File: src/rtl/wtpg_pkg.sv
package wtpg_pkg;

  typedef enum logic [1:0] {
    MODE_RAW    = 2'd0,
    MODE_WEIGHT = 2'd1,
    MODE_PAIR   = 2'd2,
    MODE_SPARE  = 2'd3
  } mode_e;

endpackage

File: src/rtl/wtpg_lfsr.sv
module wtpg_lfsr #(
  parameter int                WIDTH      = 8,
  parameter logic [WIDTH-1:0]  TAPS       = 8'h1D,
  parameter logic [WIDTH-1:0]  RESET_SEED = {{(WIDTH-1){1'b0}}, 1'b1}
) (
  input  logic             clk,
  input  logic             rst_n,
  input  logic             load_i,
  input  logic [WIDTH-1:0] seed_i,
  input  logic             adv_i,
  output logic [WIDTH-1:0] state_o
);

  // next state: shift toward bit 0, parity of taps enters at the top
  function automatic logic [WIDTH-1:0] step_fn(input logic [WIDTH-1:0] s);
    return {^(s & TAPS), s[WIDTH-1:1]};
  endfunction

  logic [WIDTH-1:0] state_q;
  logic             zero_seed;
  logic [WIDTH-1:0] seed_safe;

  assign zero_seed = (seed_i == '0);
  assign seed_safe = zero_seed ? RESET_SEED : seed_i;

  always_ff @(posedge clk) begin
    if (!rst_n)       state_q <= RESET_SEED;
    else if (load_i)  state_q <= seed_safe;
    else if (adv_i)   state_q <= step_fn(state_q);
  end

  assign state_o = state_q;


  nonzero_state_chk: assert property (@(posedge clk) disable iff (!rst_n)
    state_q != '0);


  zero_seed_swap_chk: assert property (@(posedge clk) disable iff (!rst_n)
    (load_i && zero_seed) |=> (state_q == RESET_SEED));


  shift_dir_chk: assert property (@(posedge clk) disable iff (!rst_n)
    (adv_i && !load_i) |=> (state_q[WIDTH-2:0] == $past(state_q[WIDTH-1:1])));


  state_hold_chk: assert property (@(posedge clk) disable iff (!rst_n)
    (!adv_i && !load_i) |=> $stable(state_q));

endmodule

File: src/rtl/wtpg_shaper.sv
module wtpg_shaper
  import wtpg_pkg::*;
#(
  parameter int WIDTH        = 8,
  parameter int WEIGHT_ABOVE = (3 * WIDTH) / 4,
  parameter int ROT_LAUNCH   = 1,
  parameter int ROT_CAPTURE  = 2
) (
  input  logic [WIDTH-1:0] state_i,
  input  mode_e            mode_i,
  input  logic             second_i,
  output logic [WIDTH-1:0] vec_o
);

  localparam int CW = $clog2(WIDTH + 1);

  function automatic logic [CW-1:0] ones_fn(input logic [WIDTH-1:0] s);
    logic [CW-1:0] n;
    n = '0;
    for (int i = 0; i < WIDTH; i++) n = n + CW'(s[i]);
    return n;
  endfunction

  // rotate toward the MSB by amt places
  function automatic logic [WIDTH-1:0] rotl_fn(input logic [WIDTH-1:0] s, input int amt);
    logic [2*WIDTH-1:0] d;
    d = {s, s};
    return d[WIDTH-amt +: WIDTH];
  endfunction

  logic             dense;
  logic [WIDTH-1:0] launch_vec;
  logic [WIDTH-1:0] capture_vec;

  assign dense       = int'(ones_fn(state_i)) > WEIGHT_ABOVE;
  assign launch_vec  = state_i ^ rotl_fn(state_i, ROT_LAUNCH);
  assign capture_vec = state_i ^ rotl_fn(state_i, ROT_CAPTURE);

  always_comb begin
    unique case (mode_i)
      MODE_WEIGHT: vec_o = dense ? '1 : state_i;
      MODE_PAIR:   vec_o = second_i ? capture_vec : launch_vec;
      default:     vec_o = state_i;
    endcase
  end

endmodule

File: src/rtl/wtpg_ctrl.sv
module wtpg_ctrl
  import wtpg_pkg::*;
#(
  parameter int WIDTH        = 8,
  parameter int WEIGHT_ABOVE = (3 * WIDTH) / 4
) (
  input  logic             clk,
  input  logic             rst_n,
  input  logic             en_i,
  input  logic             load_i,
  input  mode_e            mode_i,
  input  logic [WIDTH-1:0] vec_i,
  output logic             second_o,
  output logic             adv_o,
  output logic [WIDTH-1:0] pattern_o,
  output logic             valid_o,
  output logic             capture_o
);

  logic emit;
  logic is_pair;
  logic phase_q;
  logic wmode_q;

  assign emit     = en_i && !load_i;
  assign is_pair  = (mode_i == MODE_PAIR);
  assign adv_o    = emit && (!is_pair || phase_q);
  assign second_o = phase_q;

  always_ff @(posedge clk) begin
    if (!rst_n)      phase_q <= 1'b0;
    else if (load_i) phase_q <= 1'b0;
    else if (emit)   phase_q <= is_pair && !phase_q;
  end

  always_ff @(posedge clk) begin
    if (!rst_n) begin
      pattern_o <= '0;
      valid_o   <= 1'b0;
      capture_o <= 1'b0;
      wmode_q   <= 1'b0;
    end else if (emit) begin
      pattern_o <= vec_i;
      valid_o   <= 1'b1;
      capture_o <= is_pair && phase_q;
      wmode_q   <= (mode_i == MODE_WEIGHT);
    end else begin
      valid_o   <= 1'b0;
      capture_o <= 1'b0;
      wmode_q   <= 1'b0;
    end
  end


  launch_first_chk: assert property (@(posedge clk) disable iff (!rst_n)
    (emit && is_pair && !phase_q) |=> (valid_o && !capture_o && phase_q));


  capture_close_chk: assert property (@(posedge clk) disable iff (!rst_n)
    (emit && is_pair && phase_q) |=> (valid_o && capture_o && !phase_q));


  weight_gap_chk: assert property (@(posedge clk) disable iff (!rst_n)
    wmode_q |-> (($countones(pattern_o) <= WEIGHT_ABOVE) || (pattern_o == '1)));


  pattern_hold_chk: assert property (@(posedge clk) disable iff (!rst_n)
    !emit |=> (!valid_o && !capture_o && $stable(pattern_o)));

endmodule

File: src/rtl/wtpg.sv
module wtpg
  import wtpg_pkg::*;
#(
  parameter int               WIDTH        = 8,
  parameter logic [WIDTH-1:0] TAPS         = 8'h1D,
  parameter logic [WIDTH-1:0] RESET_SEED   = {{(WIDTH-1){1'b0}}, 1'b1},
  parameter int               WEIGHT_ABOVE = (3 * WIDTH) / 4,
  parameter int               ROT_LAUNCH   = 1,
  parameter int               ROT_CAPTURE  = 2
) (
  input  logic             clk,
  input  logic             rst_n,
  input  logic             en,
  input  logic             load,
  input  logic [WIDTH-1:0] seed,
  input  logic [1:0]       mode,
  output logic [WIDTH-1:0] pattern,
  output logic             valid,
  output logic             capture
);

  mode_e            mode_sel;
  logic [WIDTH-1:0] state;
  logic [WIDTH-1:0] shaped;
  logic             second;
  logic             adv;

  assign mode_sel = mode_e'(mode);

  wtpg_lfsr #(
    .WIDTH(WIDTH), .TAPS(TAPS), .RESET_SEED(RESET_SEED)
  ) u_lfsr (
    .clk(clk), .rst_n(rst_n), .load_i(load), .seed_i(seed),
    .adv_i(adv), .state_o(state)
  );

  wtpg_shaper #(
    .WIDTH(WIDTH), .WEIGHT_ABOVE(WEIGHT_ABOVE),
    .ROT_LAUNCH(ROT_LAUNCH), .ROT_CAPTURE(ROT_CAPTURE)
  ) u_shaper (
    .state_i(state), .mode_i(mode_sel), .second_i(second), .vec_o(shaped)
  );

  wtpg_ctrl #(
    .WIDTH(WIDTH), .WEIGHT_ABOVE(WEIGHT_ABOVE)
  ) u_ctrl (
    .clk(clk), .rst_n(rst_n), .en_i(en), .load_i(load), .mode_i(mode_sel),
    .vec_i(shaped), .second_o(second), .adv_o(adv),
    .pattern_o(pattern), .valid_o(valid), .capture_o(capture)
  );


  load_blocks_emit_chk: assert property (@(posedge clk) disable iff (!rst_n)
    load |=> !valid);

endmodule

File: config.mk
export PLATFORM = sky130hd
export DESIGN_NAME = wtpg
export DESIGN_NICKNAME = d
export VERILOG_FILES = /design/src/rtl/wtpg_pkg.sv /design/src/rtl/wtpg_lfsr.sv /design/src/rtl/wtpg_shaper.sv /design/src/rtl/wtpg_ctrl.sv /design/src/rtl/wtpg.sv
export SDC_FILE = /design/constraint.sdc
export NUM_CORES = 1
export LEC_CHECK = 0
export ABC_AREA = 1
export CAP_MARGIN = 40
export CORE_MARGIN = 4
export CORE_UTILIZATION = 35
export CTS_BUF_LIST = sky130_fd_sc_hd__clkbuf_8
export CTS_CLUSTER_DIAMETER = 200
export DETAILED_ROUTE_END_ITERATION = 8
export PLACE_DENSITY = 0.61
export SKIP_LAST_GASP = 1
export SYNTH_ARGS = -nofsm -noshare
export SYNTH_HDL_FRONTEND = slang
export SYNTH_HIERARCHICAL = 1
export SYNTH_SLANG_ARGS = --single-unit
File: constraint.sdc
create_clock -name clk -period 5.5 [get_ports clk]
set_input_delay 1.1 -clock clk [delete_from_list [all_inputs] [get_ports clk]]
set_output_delay 1.1 -clock clk [all_outputs]
set_load 0.02 [all_outputs]
Yosys cells after proc, flatten, opt, wreduce, memory -nomap -nowiden --
Cells that the tools add are included.
Storage, ports and cells: word-level logic and storage cells 38, flip-flop bits (word level) 19, input bits 14, output and inout port bits 10
Operators by class: equality and inequality tests 2, reduce and logical (&&, ||, !) cells 13, muxes and demuxes 7, add/subtract/negate cells 7, magnitude comparators 1, bitwise gates (word level) 3
Operator list (number):
- $mux W8 | 5
- $add A4 B1 Y4 | 6
- $pmux W8 S2 | 1
- $xor A8 B8 Y8 | 2
- $logic_not A8 Y1 | 1
- $reduce_xor A8 Y1 | 1
- $gt A4 B3 Y1 const B | 1
- $logic_and A1 B1 Y1 | 4
- $logic_not A1 Y1 | 3
- $add A1 B1 Y2 | 1
- $eq A2 B1 Y1 const B | 1
- $eq A2 B2 Y1 const B | 1
- $reduce_and A2 Y1 | 1
- $reduce_bool A2 Y1 | 1
- $reduce_or A2 Y1 | 1
- $logic_or A1 B1 Y1 | 1
- $mux W1 | 1
- $not A1 Y1 | 1

Longest topological paths before layout --
Gate-level depths: netlist (run 1).
depth in word-level cells 10, gate-level depth with buffers 16, mapped depth without buffers 16

Cells and area by module --
Netlist (run 1), hierarchy kept.
Modules (own cells, without submodules):
- wtpg_shaper | cells each 145, times used 1, area each 874.6 um^2, seq. area each 0.0 um^2
- wtpg_ctrl | cells each 61, times used 1, area each 485.5 um^2, seq. area each 220.2 um^2
- wtpg_lfsr | cells each 76, times used 1, area each 471.7 um^2, seq. area each 160.2 um^2

Worst setup path after synthesis (run 1) --
OpenSTA, ideal clock, no wires.
path type register -> register, from reg u_lfsr.state_q[0] (netlist: u_lfsr/state_o[0]), to reg u_ctrl.pattern_o[2], setup time 0.062 ns, slack 1.924 ns, arrival 3.514 ns, path buffers 0, cell stages (with the launch flop) 16, path through dfxtp_1 -> inv_1 -> fa_1 -> fa_1 -> fa_1 -> inv_1 -> ha_1 -> fa_1 -> nand2_1 -> nand3b_2 -> nand3_1 -> nand2_1 -> a21oi_2 -> nand3b_1 -> nand2_1 -> nor2_2
On the way: longest elaborated chain between the ends 10, elaborated cells on any way between the ends 12
RTL lines:
- from (decl) | line wtpg_lfsr.sv:19 | logic [WIDTH-1:0] state_q;
- from (signal assigned) | line wtpg_lfsr.sv:28 | else if (load_i) state_q <= seed_safe;
- from (signal assigned) | line wtpg_lfsr.sv:29 | else if (adv_i) state_q <= step_fn(state_q);
- $add A1 B1 Y2 | line wtpg_shaper.sv:20 | for (int i = 0; i < WIDTH; i++) n = n + CW'(s[i]);
- $add A4 B1 Y4 (6 in series) | line wtpg_shaper.sv:20
- $gt A4 B3 Y1 | line wtpg_shaper.sv:35 | assign dense = int'(ones_fn(state_i)) > WEIGHT_ABOVE;
- $mux W8 | line wtpg_shaper.sv:41 | MODE_WEIGHT: vec_o = dense ? '1 : state_i;
- $pmux W8 S2 (*) | line wtpg_shaper.sv:40 | unique case (mode_i)
- net shaped[2] | line wtpg.sv:24 | logic [WIDTH-1:0] shaped;
- to (signal assigned) | line wtpg_ctrl.sv:43 | pattern_o <= vec_i;
- to (decl) | line wtpg_ctrl.sv:15 | output logic [WIDTH-1:0] pattern_o,
The timed path passes the listed nets; every way through them passes the cells marked *. A chain may end at the register's enable or synchronous reset.

Final worst setup path (run 1) --
from reg u_lfsr.state_q[0] (netlist: u_lfsr/state_o[0]), to reg u_ctrl.pattern_o[3]
On the way: longest elaborated chain between the ends 10
RTL lines (line):
- $add A1 B1 Y2 | wtpg_shaper.sv:20
- $add A4 B1 Y4 (6 in series) | wtpg_shaper.sv:20
- $gt A4 B3 Y1 | wtpg_shaper.sv:35
- $mux W8 | wtpg_shaper.sv:41
- $pmux W8 S2 | wtpg_shaper.sv:40
- net shaped[3] | wtpg.sv:24
The timed path passes the listed nets, and every way through them passes these cells.

==> impl_results.md, run 1 <==
- Outcome: completed
- First-pass GRT wire length: around 7.6 mm
- Core area: about 5000 sq um
- Drt total wl: 4.282 mm
- Drt via density: 4.743
- Most frequent cells in the layout: nand2_1, nand3_1, inv_1, clkdlybuf4s50_1, nor2_1
- Area post-placement: 2057 sq um
- Clk_lat worst skew: approximately 0.26 ns
- Initial antenna violation count: 0
- Final-report setup violation count: 0
- DR vias: 1,755
- PortBufs: 23
- Initial Util: 36.09%
- First-pass DRT Iterations: 4
- Clock transition at path regs: about 0.080 ns
- Slew Limit Fails: 0
- Crit path max fanout: 9
- Clock sink total: 19
- GP Congestion: 0.8631
- Antenna Nets Post-Route: 0
- Pin count of the biggest net entering global routing: 20
- Row count: 26
- Syn_area_per_cell: 6.496 sq um
- Die height: roughly 80 um
- Setup Crit Path Kind: flop to flop
- Crit-path most repeated cell: fa_1
- Setup TNS Final: 0 ns
- Share of post-route cells with drive strength above 1: 15.67%
- Worst Path Buf+Inv: 2
- N_diodes: 0
- Max-cap violations: 0
- Post-Syn Area: 1832 sq um
- Hold/Removal Path Class: flop to flop
- Fin crit share: between 70 and 80%
- Routed WL per cell: 11.57 um
- DRT iter0 DRCs: ~150
- Num CTS Buffers: 3
- Pleak: 1.041 nW
- Placed insts: 366
- Critical Path End Type: flop
- Fmax: 250.6 MHz
- Combinational power share: 37.2%
- Net Sw Frac: 36.01%
- CP delay by family, top: adder cells
- Data arrival, critical path: around 4.2 ns
- Net Sw Power: 0.0001507 W
- Cts hold-fix bufs: 0
- H-tree levels: 1
- Hpwl dp: around 3.3 mm
- Clock network power share: 24.2%
- Die Width: 80.35 um
- Root Buffer: clkbuf_8
- Slowest library cell on the worst path: fa_1
- Commonest non-fill, non-tap cell in the layout: nand2_1
- Internal: approximately 0.00027 W
- Final instance area: 2106 sq um
- Clock Path Buffers: 2
- Die ar.: 6455 sq um
- Post-CTS Resized: 0
- Area added between synthesis and finish: 14.96%
- Fin nets: roughly 320
- Vias in the first global route: 1,702
- Final cell count without fillers: 370
- Ports: 24
- Synth cell types: 32
- VDD IR max: ~0.11 mV
- Global route total overflow: 0
- Syn_nets: 305
- Post-Syn Instances: 282
- CTS tree: yes
- Pwr Density: 198.7 nW/um^2
- Reg power frac: about two fifths
- Yosys synthesis warning count: 6
- Tot GR Track Use: 14.55%
- Hold Violations, Final: 0
- Worst EP required: 5.70 ns
- Critical Path Max Stage Delay: a little under 0.6 ns
- Worst rel slew slack: about 45%
- Critical-path cell list: inv_1 -> fa_1 -> fa_1 -> fa_1 -> inv_1 -> ha_1 -> fa_1 -> nand2_1 -> nand3b_2 -> nand3_1 -> nand2_1 -> a21oi_2 -> nand3b_1 -> nand2_1 -> nor2_2
- Startpoint Class: flop
- Post-CTS Setup Repair Bufs: 0
- DRC: 0
- RSZ-0062 raised after global routing: false
- Flops & latches, synth: 19
- Tmin final: between 3 and 4 ns
- Sequential area share after synthesis: roughly a fifth
- Worst-Margin Slew: 0.8297 ns
- Skew final: 0.005303 ns
==> synthesized netlist by cell type, drive strengths merged <==
master	number	area, sq um
nand2	97	386.6
inv	41	166.4
nand3	41	225.2
nor2	32	150.1
dfxtp	19	380.4
a21oi	10	80.08
buf	9	92.57
nand3b	9	71.32
ha	5	62.56
bufinv	4	70.07
fa	4	80.08
o21ai	4	20.01
nor3	3	15.01
a22oi	2	15.01
a211oi	1	12.51
clkinv	1	3.750
==> final timing paths <==
kind                                     startpoint  cells past startpoint  slack (ns)                  end
worst min register to register  u_ctrl/pattern_o[6]                      2        0.49  u_ctrl/pattern_o[6]
worst max register to register    u_lfsr/state_o[0]                     15        1.51  u_ctrl/pattern_o[3]
worst max-delay path              u_lfsr/state_o[0]                     15        1.51  u_ctrl/pattern_o[3]
worst min-delay path            u_ctrl/pattern_o[6]                      2        0.49  u_ctrl/pattern_o[6]
==> registers in the layout, indices dropped and copies added (netlist names) <==
signal            count
u_ctrl/pattern_o      8
u_lfsr/state_o        8
u_ctrl/capture_o      1
u_ctrl/second_o       1
u_ctrl/valid_o        1
==> cell families after synthesis <==
| family | count (synthesis) | share of synthesized area (%) |
|---|---|---|
| buffers and inverters | 55 | 18.17 |
| DFF | 19 | 20.76 |
| adders and majority gates | 9 | 7.787 |
| AOI/OAI and AO/OA | 17 | 6.967 |
| and+or+nand+nor | 182 | 46.31 |
==> cell type report <==
cell class / instances / area (sq um)
flip-flops and latches: 19 / 380.4
clock inverters: 1 / 7.507
inverters: 46 / 240.2
well taps: 70 / 87.58
fillers: 558 / 2969
repair buffers: 23 / 230.2
clock buffers: 3 / 41.29
multi-input cells: 208 / 1119
==> tightest hold or removal path, cell delays in order, from the launching register on <==
cell and delay, ns:
dfxtp_1 0.33, nor2_1 0.05, nor2_2 0.08
==> per-stage QoR <==
step | util (%) | setup slack, ns | total power [W] | hold slack [ns]
after floorplan | - | 1.924 | 0.0002825 | 0.4714
final | 41.49 | 1.509 | 0.0004185 | 0.4896
after global placement | 40.53 | 1.518 | 0.0003195 | 0.4725
after global routing | 41.49 | 1.235 | 0.0004505 | 0.5100
after detailed placement | 40.53 | 1.481 | 0.0003212 | 0.4774
after CTS | 41.49 | 1.466 | 0.0004234 | 0.4954
==> routing by layer <==
metal	share of wire [%]	track usage [%]
met1	48	19.27
met5	0	0
met2	46	25.00
met3	5.2	2.466
met4	0.42	2.365
==> power groups by stage <==
stage	registers, W	clock network, W	logic [W]
2_1_floorplan	0.000164	0	0.000119
3_3_place_gp	0.000165	0	0.000155
3_5_place_dp	0.000165	0	0.000157
4_1_cts	0.000162	0.000105	0.000157
5_1_grt	0.000163	0.000110	0.000177
6_report	0.000161	0.000101	0.000156
Note: power is estimated with default switching activity, not from simulation.
==> run 2, diff against run 1 <==
- clock period: 5.5 -> 3.9 ns (I/O delays scaled with it)
==> impl_results.md, run 2 (synthesis results as in run 1) <==
- Placed insts: 371 (+1.4%)
- Num CTS Buffers: 3 (unchanged)
- Max layer used: met4
- Commonest non-fill, non-tap cell in the layout: nand2_1
- Internal: 0.0003846 W (+44%)
- Clk_lat worst skew: 0.26 ns (about the same)
- Wire length on met1: 2.097 mm (+1.9%)
- Share of post-route cells with drive strength above 1: 17.38% (+1.7 points)
- Combinational power share: 39.3% (+2.1 points)
- Final instance area: 2153 sq um (+2.3%)
- Net Sw Power: 0.0002195 W (+46%)
- Ports: 24 (unchanged)
- Drt total wl: 4.344 mm (+1.4%)
- Vias in the first global route: 1,692 (-0.59%)
- Fin nets: 329 (+1.5%)
- GP Congestion: 0.8283 (-4.0%)
- Die height: 80.35 um (unchanged)
- Post-CTS Setup Repair Bufs: 0 (unchanged)
- Global route total overflow: 0 (unchanged)
- Root Buffer: clkbuf_8
- Antenna Nets Post-Route: 0 (unchanged)
- Final-report setup violation count: 0 (unchanged)
- Setup Crit Path Kind: flop to flop
- Final worst slack: 0.3525 ns (-1.156 ns)
- Most frequent cells in the layout: nand2_1, nand3_1, inv_1, clkdlybuf4s50_1, nor2_1
- First-pass DRT Iterations: 4 (unchanged)
- Tmin final: 3.547 ns (-0.4435 ns)
- Reg power frac: 36.6% (-1.9 points)
- Clock Path Buffers: 2 (unchanged)
- Net Sw Frac: 36.34% (+0.33 points)
- PortBufs: 23 (unchanged)
- Worst-Margin Slew: 0.8285 ns (-0.001288 ns)
- Die ar.: 6455 sq um (unchanged)
- Pwr Density: 280.5 nW/um^2 (+41%)
- Max-cap violations: 0 (unchanged)
- Critical Path End Type: flop
- Fmax: 281.9 MHz (+13%)
- Clock sink total: 19 (unchanged)
- Crit path max fanout: 8 (-1)
- N_diodes: 0 (unchanged)
- DRC: 0 (unchanged)
- Tot Pwr: 0.0006041 W (+44%)
- Metal3 WL: 203 um (-8.1%)
- DRT iter0 DRCs: 135 (-12%)
- VDD IR max: 0.1528 mV (+39%)
- Die Width: 80.35 um (unchanged)
- Post-place setup slack: 0.1992 ns (-1.282 ns)
- Hpwl dp: 3.309 mm (+0.28%)
- RSZ-0062 raised after global routing: false
- DR vias: 1,777 (+1.3%)
- Area added between synthesis and finish: 17.55%
- First-pass GRT wire length: 7.507 mm (-1.0%)
- Worst EP required: 4.10 ns (-1.60 ns)
- Pleak: 1.075 nW (+3.2%)
- Hold Violations, Final: 0 (unchanged)
- Core area: 5075 sq um (unchanged)
- Setup TNS Final: 0 ns (unchanged)
- H-tree levels: 1 (unchanged)
- Area post-placement: 2095 sq um (+1.8%)
- Clock transition at path regs: 0.08 ns (about the same)
- Drt via density: 4.739 (about the same)
- Startpoint Class: flop
- Pin count of the biggest net entering global routing: 20 (unchanged)
- Worst rel slew slack: 44.69% (+0.086 points)
- Tot GR Track Use: 14.36% (-0.19 points)
- Final cell count without fillers: 375 (+1.4%)
- Initial antenna violation count: 0 (unchanged)
- Routed WL per cell: 11.58 um (about the same)
- Outcome: completed
- Hold/Removal Path Class: flop to flop
- Row count: 26 (unchanged)
- Skew final: 0.003177 ns (-0.002127 ns)
- Routed wl met2: 2.019 mm (+1.8%)
- Slew Limit Fails: 0 (unchanged)
- Fin crit share: 90.96% (+18 points)
- Clock network power share: 24.2% (about the same)
- Initial Util: 36.09% (unchanged)
- CTS tree: yes
- Data arrival, critical path: 3.75 ns (-0.44 ns)
-- run 2: layout make-up --
| cell class | count | area, sq um |
|---|---|---|
| fill | 563 | 2922 |
| tap | 70 | 87.58 |
| timing repair buffer | 28 | 267.8 |
| clock inverter | 1 | 7.507 |
| sequential | 19 | 381.6 |
| inverter | 46 | 240.2 |
| multi-input combinational | 208 | 1127 |
| clock buffer | 3 | 41.29 |
-- run 2: layer usage --
metal	vias to the layer above	track usage (%)
met4	0	2.703
met3	4	2.803
li1	920	-
met2	46	24.09
met5	-	0
met1	807	19.13
-- run 2: stage by stage --
| step | utilization, % | hold slack (ns) |
|---|---|---|
| after global routing | 42.43 | 0.5205 |
| after detailed placement | 41.27 | 0.4751 |
| after CTS | 42.23 | 0.4964 |
| final | 42.43 | 0.4894 |
| after floorplan | - | 0.4714 |
| after global placement | 41.27 | 0.4710 |
-- run 2: worst max-delay path, stage by stage (launching register included) --
cell and delay, ns:
dfxtp_1 0.33, inv_1 0.11, fa_1 0.57, fa_1 0.43, fa_1 0.49, inv_1 0.04
ha_1 0.20, fa_1 0.49, nand2_1 0.05, nand3b_4 0.20, nand3_1 0.09, nand2_1 0.07
a21oi_2 0.15, nand3b_1 0.12, nand2_1 0.07, nor2_2 0.09
-- run 2: worst paths after layout --
path                             from             endpoint  slack [ns]  cells past startpoint
hold reg to reg   u_ctrl/pattern_o[5]  u_ctrl/pattern_o[5]        0.49                      2
hold / removal    u_ctrl/pattern_o[5]  u_ctrl/pattern_o[5]        0.49                      2
setup / recovery    u_lfsr/state_o[0]  u_ctrl/pattern_o[2]        0.35                     15
setup reg to reg    u_lfsr/state_o[0]  u_ctrl/pattern_o[2]        0.35                     15
-- run 2: repair_timing --
action / 4_1_cts / 5_1_grt
endpoints found under the setup margin: 0 / 8
hold buffers: 0 / 0
gates resized for setup: 0 / 2
endpoints found under the hold margin: 0 / 0
-- run 2: power by group through the flow --
stage / clock network (W) / logic (W) / registers, W
after floorplan: 0 / 0.000167 / 0.000231
after global placement: 0 / 0.000231 / 0.000225
after detailed placement: 0 / 0.000231 / 0.000225
after CTS: 0.000153 / 0.000233 / 0.000221
after global routing: 0.000158 / 0.000267 / 0.000223
final: 0.000146 / 0.000237 / 0.000221
==> run 3, diff against run 2 <==
- ABC_AREA: 1 -> default
- PLACE_DENSITY: 0.61 -> 0.62
- TNS_END_PERCENT: default -> 10
==> impl_results.md, run 3 <==
- Critical Path End Type: flop
- Clk_lat worst skew: 0.25 ns (about the same)
- Drt total wl: 3.105 mm (-29%)
- Reg-to-Reg Start: u_lfsr/state_o[0]
- Outcome: completed
- Pwr Density: 287.1 nW/um^2 (+2.3%)
- Post-synth EDFFs: 0 (unchanged)
- Reg power frac: 42.7% (+6.1 points)
- Internal: 0.0003470 W (-9.8%)
- Pin count of the biggest net entering global routing: 21 (+5.0%)
- Hold WS: 0.4551 ns (-0.03432 ns)
- Share of post-route cells with drive strength above 1: 7.179% (-10 points)
- Num CTS Buffers: 3 (unchanged)
- Max-cap violations: 0 (unchanged)
- Post-Synth XOR/XNOR Area: 2.433% (+2.4 points)
- CTS tree: yes
- First-pass GRT wire length: 5.416 mm (-28%)
- Setup TNS Final: 0 ns (unchanged)
- Setup Crit Path Kind: flop to flop
- Clock Path Buffers: 2 (unchanged)
- Synth Flop Type: dfxtp_1
- Die height: 72.15 um (-10%)
- Syn_nets: 194 (-36%)
- Worst EP required: 4.05 ns (-0.05 ns)
- Share of the synthesized area in the top cell type: 26.41% (+5.6 points)
- Synth cell count leaders: nand2_1, dfxtp_1, mux2i_1
- Pleak: 0.6938 nW (-35%)
- Fin crit share: 91.32% (+0.36 points)
- Critical Path Source: u_lfsr/state_o[0]
- FF+latch area: 381.6 sq um (unchanged)
- GP Congestion: 0.8516 (+2.8%)
- Post-Syn Area: 1440 sq um (-21%)
- Sequential area share after synthesis: 26.41% (+5.6 points)
- Fin nets: 219 (-33%)
- Hold Crit Start: u_ctrl/pattern_o[0]
- Hold Violations, Final: 0 (unchanged)
- Synth cell types: 33 (+3.1%)
- Combinational power share: 30.6% (-8.7 points)
- Net Sw Power: 0.0001580 W (-28%)
- Tot GR Track Use: 12.95% (-1.4 points)
- Commonest non-fill, non-tap cell in the layout: nand2_1
- Hpwl dp: 2.289 mm (-31%)
- Final-report setup violation count: 0 (unchanged)
- N_diodes: 0 (unchanged)
- Multiplexer share of the synthesized area: 16.33% (+16 points)
- Fraction of the mapped netlist area in compound gates: 17.29% (+10 points)
- Drt via density: 5.220 (+10%)
- Post-synthesis async set-or-reset flop share: 0% (unchanged)
- Antenna Nets Post-Route: 0 (unchanged)
- Final cell count without fillers: 245 (-35%)
- Hold/Removal Path Class: flop to flop
- Routed WL per cell: 12.67 um (+9.4%)
- Clock sink total: 19 (unchanged)
- Area added between synthesis and finish: 22.15%
- Largest family of logic cells by synthesized area: simple AND/OR/NAND/NOR gates
- Most frequent cells in the layout: nand2_1, clkdlybuf4s50_1, mux2i_1, dfxtp_1, inv_1
- Skew final: 0.001374 ns (-0.001803 ns)
- Global route total overflow: 0 (unchanged)
- Fin util: 43.98% (+1.5 points)
- Slew Limit Fails: 0 (unchanged)
- Fill cell count: 412 (-27%)
- Ports: 24 (unchanged)
- Core area: 4000 sq um (-21%)
- Post-Synth Simple-Gate Area: 19.37% (-27 points)
- Root Buffer: clkbuf_8
- Top post-synthesis cells by area: dfxtp_1, mux2i_1, nand2_1
- Top-count cell post-synth: nand2_1
- Startpoint Class: flop
- Worst-Margin Slew: 0.5810 ns (-0.2474 ns)
- Initial antenna violation count: 0 (unchanged)
- H-tree levels: 1 (unchanged)
- PortBufs: 23 (unchanged)
- Vias in the first global route: 1,216 (-28%)
- Worst rel slew slack: 61.14% (+16 points)
- First-pass DRT Iterations: 4 (unchanged)
- DRC: 0 (unchanged)
- Data arrival, critical path: 3.71 ns (-0.04 ns)
- Leading area contributor after synthesis: dfxtp_1
- Net Sw Frac: 31.29% (-5.0 points)
- Clock transition at path regs: 0.07 ns (about the same)
- Clock network power share: 26.6% (+2.4 points)
- Die Width: 72.15 um (-10%)
- Synth Area in Adders: 9.904% (+2.1 points)
- Tmin final: 3.561 ns (+0.01388 ns)
- Placed insts: 241 (-35%)
- Row count: 23 (-12%)
- Crit path max fanout: 8 (unchanged)
- Multi-input logic area: 942.2 sq um (-16%)
- Initial Util: 36.00% (-0.092 points)
- Yosys synthesis warning count: 6 (unchanged)
- Syn_area_per_cell: 8.422 sq um (+30%)
- VDD IR max: 0.1593 mV (+4.2%)
- Fmax: 280.8 MHz (-0.39%)
- RSZ-0062 raised after global routing: false
- Post-Syn Instances: 171 (-39%)
- Flops & latches, synth: 19 (unchanged)
- DR vias: 1,279 (-28%)
- Die ar.: 5205 sq um (-19%)
- DRT iter0 DRCs: 64 (-53%)
-- run 3: cell count changes after synthesis, sizes merged, moves of 5 or more --
cell and change:
nand2 -72, nand3 -41, inv -25, nor2 -25, mux2i +19, a21oi -9, a21boi +8, a221oi +8
and2 +7, nand3b -7, o21ai +7, o22ai +5
-- run 3: final timing paths --
path / to / slack, ns / cells past startpoint
worst min register to register: u_ctrl/pattern_o[0] / 0.46 / 2
worst max-delay path: u_ctrl/pattern_o[0] / 0.34 / 12
worst min-delay path: u_ctrl/pattern_o[0] / 0.46 / 2
worst max register to register: u_ctrl/pattern_o[0] / 0.34 / 12
-- run 3: final cells by class --
class | count | share of cell area, %
well taps | 50 | 3.556
multi-input cells | 128 | 53.56
repair buffers | 28 | 15.22
flip-flops and latches | 19 | 21.69
inverters | 16 | 3.414
clock inverters | 1 | 0.2134
clock buffers | 3 | 2.347
-- run 3: kinds of logic (layout without fill, tap and decap cells) --
| family | after synthesis | after routing |
|---|---|---|
| DFF | 19 | 19 |
| and+or+nand+nor | 55 | 55 |
| AOI/OAI and AO/OA | 37 | 37 |
| adders and majority gates | 9 | 9 |
| muxes | 23 | 23 |
| buffers and inverters | 24 | 48 |
| xor gates and xnor gates | 4 | 4 |
-- run 3: layer usage --
metal  vias to the layer above  global-route usage [%]  wire length (um)
met3                         4                   1.939               149
li1                        642                       -                 -
met5                         -                       0                 0
met4                         0                   5.010                31
met2                        32                   20.83              1475
met1                       601                   17.42              1448
-- run 3: repair_timing --
item                       4_1_cts  5_1_grt
hold buffers                     0        0
setup endpoints to repair        0        3
resized for setup                0        2
hold endpoints to repair         0        0
setup buffers                    0        0
-- run 3: metrics by stage --
step / instance area (sq um) / total power (W) / setup slack [ns]
final: 1759 / 0.0005051 / 0.3387
after global routing: 1759 / 0.0005424 / 0.08879
after CTS: 1757 / 0.0005124 / 0.2311
after detailed placement: 1712 / 0.0003741 / 0.2448
after global placement: 1712 / 0.0003734 / 0.2657
after floorplan: 1440 / 0.0003243 / 0.3943
-- run 3: power groups by stage --
stage | Combinational, W | Sequential (W) | Clock, W
floorplan | 0.000103 | 0.000222 | 0
global placement | 0.000153 | 0.000220 | 0
detailed placement | 0.000154 | 0.000220 | 0
CTS | 0.000155 | 0.000216 | 0.000142
global route | 0.000175 | 0.000218 | 0.000149
finish | 0.000155 | 0.000216 | 0.000135
-- run 3: worst max-delay path, stage by stage (launching register included) --
cell and delay [ns]:
dfxtp_2 0.39, inv_1 0.08, fa_1 0.55, fa_1 0.43
fa_1 0.49, inv_1 0.04, ha_1 0.20, fa_1 0.42
and3b_2 0.28, a221oi_1 0.29, o22ai_1 0.15, nand2_1 0.09
a21boi_1 0.05
